**config.mk**
```make
export PLATFORM = sky130hd
export DESIGN_NAME = lookahead_addsub
export DESIGN_NICKNAME = d
export VERILOG_FILES = /design/src/rtl/addsub_pkg.sv /design/src/rtl/addsub_operand_prep.sv /design/src/rtl/lookahead_group.sv /design/src/rtl/addsub_flags.sv /design/src/rtl/lookahead_addsub.sv
export SDC_FILE = /design/constraint.sdc
export NUM_CORES = 1
export LEC_CHECK = 0
export ABC_CLOCK_PERIOD_IN_PS = 5950
export BUFFER_PORTS_ARGS = -buffer_cell sky130_fd_sc_hd__buf_2
export CAP_MARGIN = 0
export CORE_AREA = 2 2 39 41
export DETAILED_ROUTE_END_ITERATION = 16
export DIE_AREA = 0 0 41 43
export PLACE_DENSITY = 0.66
export SLEW_MARGIN = 20
export SYNTH_ARGS = -nofsm -noshare
export SYNTH_HDL_FRONTEND = slang
export SYNTH_SLANG_ARGS = --single-unit
```
**constraint.sdc**
```tcl
create_clock -name vclk -period 5.95
set_clock_uncertainty 0.2 [all_clocks]
set_input_delay 0.2975 -clock vclk [all_inputs]
set_output_delay 0.2975 -clock vclk [all_outputs]
set_load 0.005 [all_outputs]
```
**src/rtl/addsub_pkg.sv**
```systemverilog
package addsub_pkg;
  localparam int GROUP_BITS = 4;

  typedef struct packed {
    logic [GROUP_BITS-1:0] prop;
    logic [GROUP_BITS-1:0] gen;
  } pg_t;
endpackage

```
**src/rtl/addsub_operand_prep.sv**
```systemverilog
module addsub_operand_prep #(
  parameter int WIDTH = 8
) (
  input  logic [WIDTH-1:0] b_in,
  input  logic             invert,
  output logic [WIDTH-1:0] b_out
);
  always_comb begin
    for (int i = 0; i < WIDTH; i++) begin
      b_out[i] = b_in[i] ^ invert;
    end
  end

  always_comb begin
    if (invert) begin
      assert (b_out == ~b_in) else $error("prep: b not inverted in sub mode (R2)");
    end else begin
      assert (b_out == b_in) else $error("prep: b altered in add mode (R1)");
    end
  end
endmodule

```
**src/rtl/lookahead_group.sv**
```systemverilog
module lookahead_group
  import addsub_pkg::*;
(
  input  logic [GROUP_BITS-1:0] a,
  input  logic [GROUP_BITS-1:0] b,
  input  logic                  cin,
  output logic [GROUP_BITS-1:0] sum,
  output logic                  cout,
  output logic                  c_top
);
  pg_t pg;
  logic [GROUP_BITS:0] c;

  always_comb begin
    pg.prop = a ^ b;
    pg.gen  = a & b;
  end

  // every carry taken straight from propagate/generate and cin
  always_comb begin
    c[0] = cin;
    c[1] = pg.gen[0] | (pg.prop[0] & cin);
    c[2] = pg.gen[1] | (pg.prop[1] & pg.gen[0])
         | (pg.prop[1] & pg.prop[0] & cin);
    c[3] = pg.gen[2] | (pg.prop[2] & pg.gen[1])
         | (pg.prop[2] & pg.prop[1] & pg.gen[0])
         | (pg.prop[2] & pg.prop[1] & pg.prop[0] & cin);
    c[4] = pg.gen[3] | (pg.prop[3] & pg.gen[2])
         | (pg.prop[3] & pg.prop[2] & pg.gen[1])
         | (pg.prop[3] & pg.prop[2] & pg.prop[1] & pg.gen[0])
         | (pg.prop[3] & pg.prop[2] & pg.prop[1] & pg.prop[0] & cin);
  end

  always_comb begin
    sum   = pg.prop ^ c[GROUP_BITS-1:0];
    cout  = c[GROUP_BITS];
    c_top = c[GROUP_BITS-1];
  end

  // slice sum must match plain addition of its inputs
  always_comb begin
    p_group_sum_r1: assert ({cout, sum} == ({1'b0, a} + {1'b0, b} + {4'b0, cin}))
      else $error("group: look-ahead sum mismatch (R1)");
  end
endmodule

```
**src/rtl/addsub_flags.sv**
```systemverilog
module addsub_flags (
  input  logic c_into_msb,
  input  logic c_out_msb,
  output logic ovf
);
  always_comb ovf = c_into_msb ^ c_out_msb;
endmodule

```
**src/rtl/lookahead_addsub.sv**
```systemverilog
module lookahead_addsub
  import addsub_pkg::*;
#(
  parameter int WIDTH = 8
) (
  input  logic [WIDTH-1:0] opnd_a,
  input  logic [WIDTH-1:0] opnd_b,
  input  logic             sub_mode,
  output logic [WIDTH-1:0] result,
  output logic             carry_out,
  output logic             ovf_signed
);
  localparam int NGROUPS = WIDTH / GROUP_BITS;
  localparam int MSB     = WIDTH - 1;

  logic [WIDTH-1:0]   b_cond;
  logic [NGROUPS:0]   gcarry;
  logic [NGROUPS-1:0] gtop;

  addsub_operand_prep #(.WIDTH(WIDTH)) u_prep (
    .b_in   (opnd_b),
    .invert (sub_mode),
    .b_out  (b_cond)
  );

  always_comb gcarry[0] = sub_mode;

  for (genvar k = 0; k < NGROUPS; k++) begin : g_slice
    lookahead_group u_grp (
      .a     (opnd_a[k*GROUP_BITS +: GROUP_BITS]),
      .b     (b_cond[k*GROUP_BITS +: GROUP_BITS]),
      .cin   (gcarry[k]),
      .sum   (result[k*GROUP_BITS +: GROUP_BITS]),
      .cout  (gcarry[k+1]),
      .c_top (gtop[k])
    );

    logic [GROUP_BITS-1:0] low_part;
    always_comb begin
      low_part = {1'b0, opnd_a[k*GROUP_BITS +: GROUP_BITS-1]}
               + {1'b0, b_cond[k*GROUP_BITS +: GROUP_BITS-1]}
               + {{(GROUP_BITS-1){1'b0}}, gcarry[k]};
      p_slice_topcarry_r7: assert (gtop[k] == low_part[GROUP_BITS-1])
        else $error("slice carry into top bit wrong (R7)");
    end
  end

  always_comb carry_out = gcarry[NGROUPS];

  addsub_flags u_flags (
    .c_into_msb (gtop[NGROUPS-1]),
    .c_out_msb  (gcarry[NGROUPS]),
    .ovf        (ovf_signed)
  );

  logic [WIDTH:0] ref_add;
  logic           ref_ge;
  always_comb begin
    ref_add = {1'b0, opnd_a} + {1'b0, opnd_b};
    ref_ge  = (opnd_a >= opnd_b);
    if (!sub_mode) begin
      p_add_result_r1: assert (result == ref_add[WIDTH-1:0])
        else $error("sum wrong (R1)");
      p_add_carry_r3: assert (carry_out == ref_add[WIDTH])
        else $error("add carry wrong (R3)");
      p_add_ovf_r5: assert (ovf_signed ==
          ((opnd_a[MSB] == opnd_b[MSB]) && (result[MSB] != opnd_a[MSB])))
        else $error("add overflow wrong (R5)");
    end else begin
      p_sub_result_r2: assert (result == WIDTH'(opnd_a - opnd_b))
        else $error("difference wrong (R2)");
      p_sub_borrow_r4: assert (carry_out == ref_ge)
        else $error("sub carry wrong (R4)");
      p_sub_ovf_r6: assert (ovf_signed ==
          ((opnd_a[MSB] != opnd_b[MSB]) && (result[MSB] != opnd_a[MSB])))
        else $error("sub overflow wrong (R6)");
    end
  end
endmodule

```
=== Yosys cells after proc, flatten, opt, wreduce, memory -nomap -nowiden ===
Index checks and enable logic that the tools add are counted.

* Register bits after elaboration: 0
* Word-level logic and storage cells: 67
* Output and inout port bits: 10
* Bits in latches: 0
* Memories kept: 0
* Input port bits: 17
* Memory bits (writable): 0
* Memory bits (read-only): 0

* Mux-type cells: 0
* $add $sub $neg: 0
* $lt $le $gt $ge: 0
* Divide/modulo/power cells: 0
* $mul: 0
* Eq/ne operators: 0
* Shift-type cells: 0
* Reductions and logical operators: 0
* Bitwise operators: 67

{| class="wikitable"
|+ Operator list
! operator !! number
|-
| AND 1 bit || 32
|-
| bitwise OR 1 bit || 20
|-
| bitwise XOR 4 bit || 4
|-
| bitwise XOR 1 bit || 9
|-
| AND 4 bit || 2
|}

=== Logic depth before layout (Yosys ltp) ===
* Depth in word-level cells: 10
* Gate-level depth with buffers: 8
* Gate-level depth less buffers: 7

=== Hierarchy ===
A second synthesis with hierarchy kept.

* Cells, all modules: 46
* Area total of the unflattened synthesis: 400.4 µm²

{| class="wikitable"
|+ By module, submodules not included
! module !! seq. area each (µm²) !! area an instance (µm²) !! times used !! cells each
|-
| lookahead_group || 0.0 || 155.1 || 2 || 18
|-
| addsub_operand_prep || 0.0 || 81.3 || 1 || 9
|-
| addsub_flags || 0.0 || 8.8 || 1 || 1
|}

=== Worst setup path before layout ===
OpenSTA, ideal clock, no wires.

* Path kind: input to output
* From: in sub_mode
* To: out result[5]
* Setup slack: 3.578 ns
* Required time: 5.453 ns
* Path buffers: 1
* Cell stages on the path: 8
* Data arrival time: 1.874 ns
* Cells stage by stage: buf_2 -> xor2_1 -> ha_1 -> nand3_1 -> nor2_2 -> nor2_1 -> fa_1 -> xnor2_1

* Cells in the longest elaborated chain, start to end: 10
* Elaborated cells between the ends (all ways): 24
* Classes of those cells: 24 x bitwise

{| class="wikitable"
|+ Ends and longest elaborated chain
! element !! RTL line !! RTL
|-
| from (decl) || lookahead_addsub.sv:8 || <nowiki>input logic sub_mode,</nowiki>
|-
| bitwise XOR 1 bit || addsub_operand_prep.sv:10 || <nowiki>b_out[i] = b_in[i] ^ invert;</nowiki>
|-
| bitwise XOR 4 bit / AND 4 bit (equally long branches) || lookahead_group.sv:15, lookahead_group.sv:16 ||
|-
| AND 1 bit, on equally long branches || -- ||
|-
| bitwise OR 1 bit (tied with other cells) || lookahead_group.sv:28 || <nowiki>c[4] = pg.gen[3] | (pg.prop[3] & pg.gen[2])</nowiki>
|-
| bitwise OR 1 bit (tied with other cells) || lookahead_group.sv:29 || <nowiki>| (pg.prop[3] & pg.prop[2] & pg.gen[1])</nowiki>
|-
| bitwise OR 1 bit / AND 1 bit (equally long branches) || lookahead_group.sv:30, lookahead_group.sv:31 ||
|-
| bitwise OR 1 bit || lookahead_group.sv:31 || <nowiki>| (pg.prop[3] & pg.prop[2] & pg.prop[1] & pg.prop[0] & cin);</nowiki>
|-
| AND 1 bit || lookahead_group.sv:22 || <nowiki>c[1] = pg.gen[0] | (pg.prop[0] & cin);</nowiki>
|-
| bitwise OR 1 bit || lookahead_group.sv:22 ||
|-
| bitwise XOR 4 bit * || lookahead_group.sv:35 || <nowiki>sum = pg.prop ^ c[GROUP_BITS-1:0];</nowiki>
|-
| to (decl) || lookahead_addsub.sv:9 || <nowiki>output logic [WIDTH-1:0] result,</nowiki>
|}

Mark *: on every way between the ends. The rest lies on a longest branch, timed or not.

=== Worst setup path in the final report ===
Ends and elaborated chain as after synthesis.

==> metrics.md <==
| Metric | Value |
|---|---|
| Mapped Area | 464.2 um^2 |
| DR WL/cell | 9.861 um |
| Total power | 0.00008776 W |
| First-pass GRT wire length | 1538 um |
| FF+latch count | 0 |
| Final setup viols | 0 |
| 1st-iter DRT viols | 4 |
| Seq/Total Area, Yosys | 0% |
| Post-CTS Setup Bufs | 0 |
| P_leak | 0.3404 nW |
| Largest net degree at the start of global routing | 12 |
| ANT nets after route | 0 |
| Pwr per Cell Area | 142.9 nW/um^2 |
| Filler cell count | 153 |
| Yosys top cell area share | 21.56% |
| Horiz. Die Dim | 41 um |
| Synthesis-to-finish area growth | 32.35% |
| Distinct cell type count after synthesis | 25 |
| Crit-path most repeated cell | buf_2 |
| CP cell instances | buf_2 -> xor2_1 -> ha_1 -> nand3_1 -> nor2_2 -> nor2_1 -> fa_1 -> xnor2_1 -> buf_2 |
| Outcome | finished, final reports clean |
| CP endpoint kind | primary output |
| Num rows | 14 |
| Drt total wl | 996 um |
| Final Max Tran Viols | 0 |
| Dpl cell area | 614.3 um^2 |
| Fin crit share | 43.44% |
| WS Path Type | in -> out |
| Core Area | 1384 um^2 |
| Cells after Synth | 59 |
| Design area | 614.3 um^2 |
| Crit-path max cell delay | 390 ps |
| Worst path slowest cell | fa_1 |
| Total Nets Final | 113 |
| Post-DP HPWL | 872.6 um |
| MaxCap Viol Count | 0 |
| Initial antenna violation count | 0 |
| FF+latch area | 0 um^2 |
| Min cycle time layout | 2584 ps |
| Min-delay worst type | in -> out |
| Die Y | 43 um |
| Clock Buffer Count | 0 |
| Global route total overflow | 0 |
| Leading area contributor after synthesis | ha_1 |
| Layout cells sized above 1 | 36.47% |
| Vias/cell | 4.792 |
| Max VDD drop | 62.84 uV |
| Syn nets | 85 |
| Vias | 484 |
| Crit-path max FO | 11 |
| Vias in the first global route | 415 |
| Slew @ Worst Pin | 281.0 ps |
| Synth warnings | 0 |
| CP required | 5450 ps |
| I/O pins | 27 |
| ANT cells | 0 |
| # DRC | 0 |
| Buf/Inv on CP | 2 |
| Post-cts resize count | 0 |
| Port Buf Inserts | 27 |
| Final Wtd Congestion | 0.8343 |
| Leading cell types in the layout, fill and taps excluded | 27 x buf_2, 10 x xor2_1, 8 x ha_1, 5 x inv_1 |
| Max frequency | 0.3869 GHz |
| Synthesized area per cell | 7.868 um^2 |
| Die Footprint | 1763 um^2 |
| Crit path launch type | input port |
| Setup_tns | 0 ps |
| Initial DRT Pass Iterations | 4 |
| Finished Core Util | 44.39% |
| Slew headroom | 81.27% |
| Hold Buf Count CTS | 0 |
| Final hold vios | 0 |
| Unrepaired setup endpoints after global routing | no |
| Top delay family on crit path | adder cells |
| Initial Util | 33.54% |
| Synth area leaders | ha_1 22%, xor2_1 19%, o2111ai_1 5.7% |
| Arrival time worst endpoint | 2090 ps |
| Area occupied by multi-input gates | 440.4 um^2 |
| Tot GR Track Use | 11.69% |
| Commonest non-fill, non-tap cell in the layout | buf_2 |
## through the flow
step,hold WS (ps),std cells,setup WS [ps]
2_1_floorplan,585.4,59,3578
3_3_place_gp,804.5,101,3402
3_5_place_dp,804.2,101,3356
4_1_cts,807.7,101,3357
5_1_grt,841.0,101,3174
6_report,794.5,101,3366
## path summary, 6_finish.rpt
check | startpoint | end | cells after the start | slack, ps
hold / removal | opnd_a[0] | result[1] | 4 | 790
setup / recovery | sub_mode | result[5] | 9 | 3370
## area by class of cell
type,instances,share of cell area [%]
well taps,16,3.259
repair buffers,27,22.00
multi-input cells,53,71.69
inverters,5,3.055
## per-layer routing
layer | vias up | routed length [um] | GRT usage [%]
met3 | 0 | 62 | 0
met5 | - | 0 | 0
met4 | 0 | 0 | 0
li1 | 266 | - | -
met1 | 199 | 455 | 15.51
met2 | 19 | 479 | 21.25
## cells in the mapped netlist, drive strengths merged
cell,count
and2,1
nand3,2
o21a,1
fa,1
nand3b,1
a21oi,5
inv,5
nand2b,1
nand2,4
mux2i,1
buf,1
o2111ai,3
xnor2,3
o211a,2
nor2,3
xor2,10
o211ai,2
a21o,2
o21bai,1
ha,8
or3,1
nor3,1
## kinds of logic after synthesis
group | after synthesis | share of synthesized area, %
XOR/XNOR | 13 | 24.53
AND/OR/NAND/NOR | 14 | 15.64
AO/OA/AOI/OAI | 16 | 26.68
adder cells (fa/ha/maj) | 9 | 25.88
buffers and inverters | 6 | 5.121
multiplexers | 1 | 2.156
## where the power goes
part | switching, W | total, W | internal (W)
Clock | 0 | 0 | 0
Sequential | 0 | 0 | 0
Combinational | 0.0000440 | 0.0000878 | 0.0000438
Note: power is estimated with default switching activity, not from simulation.
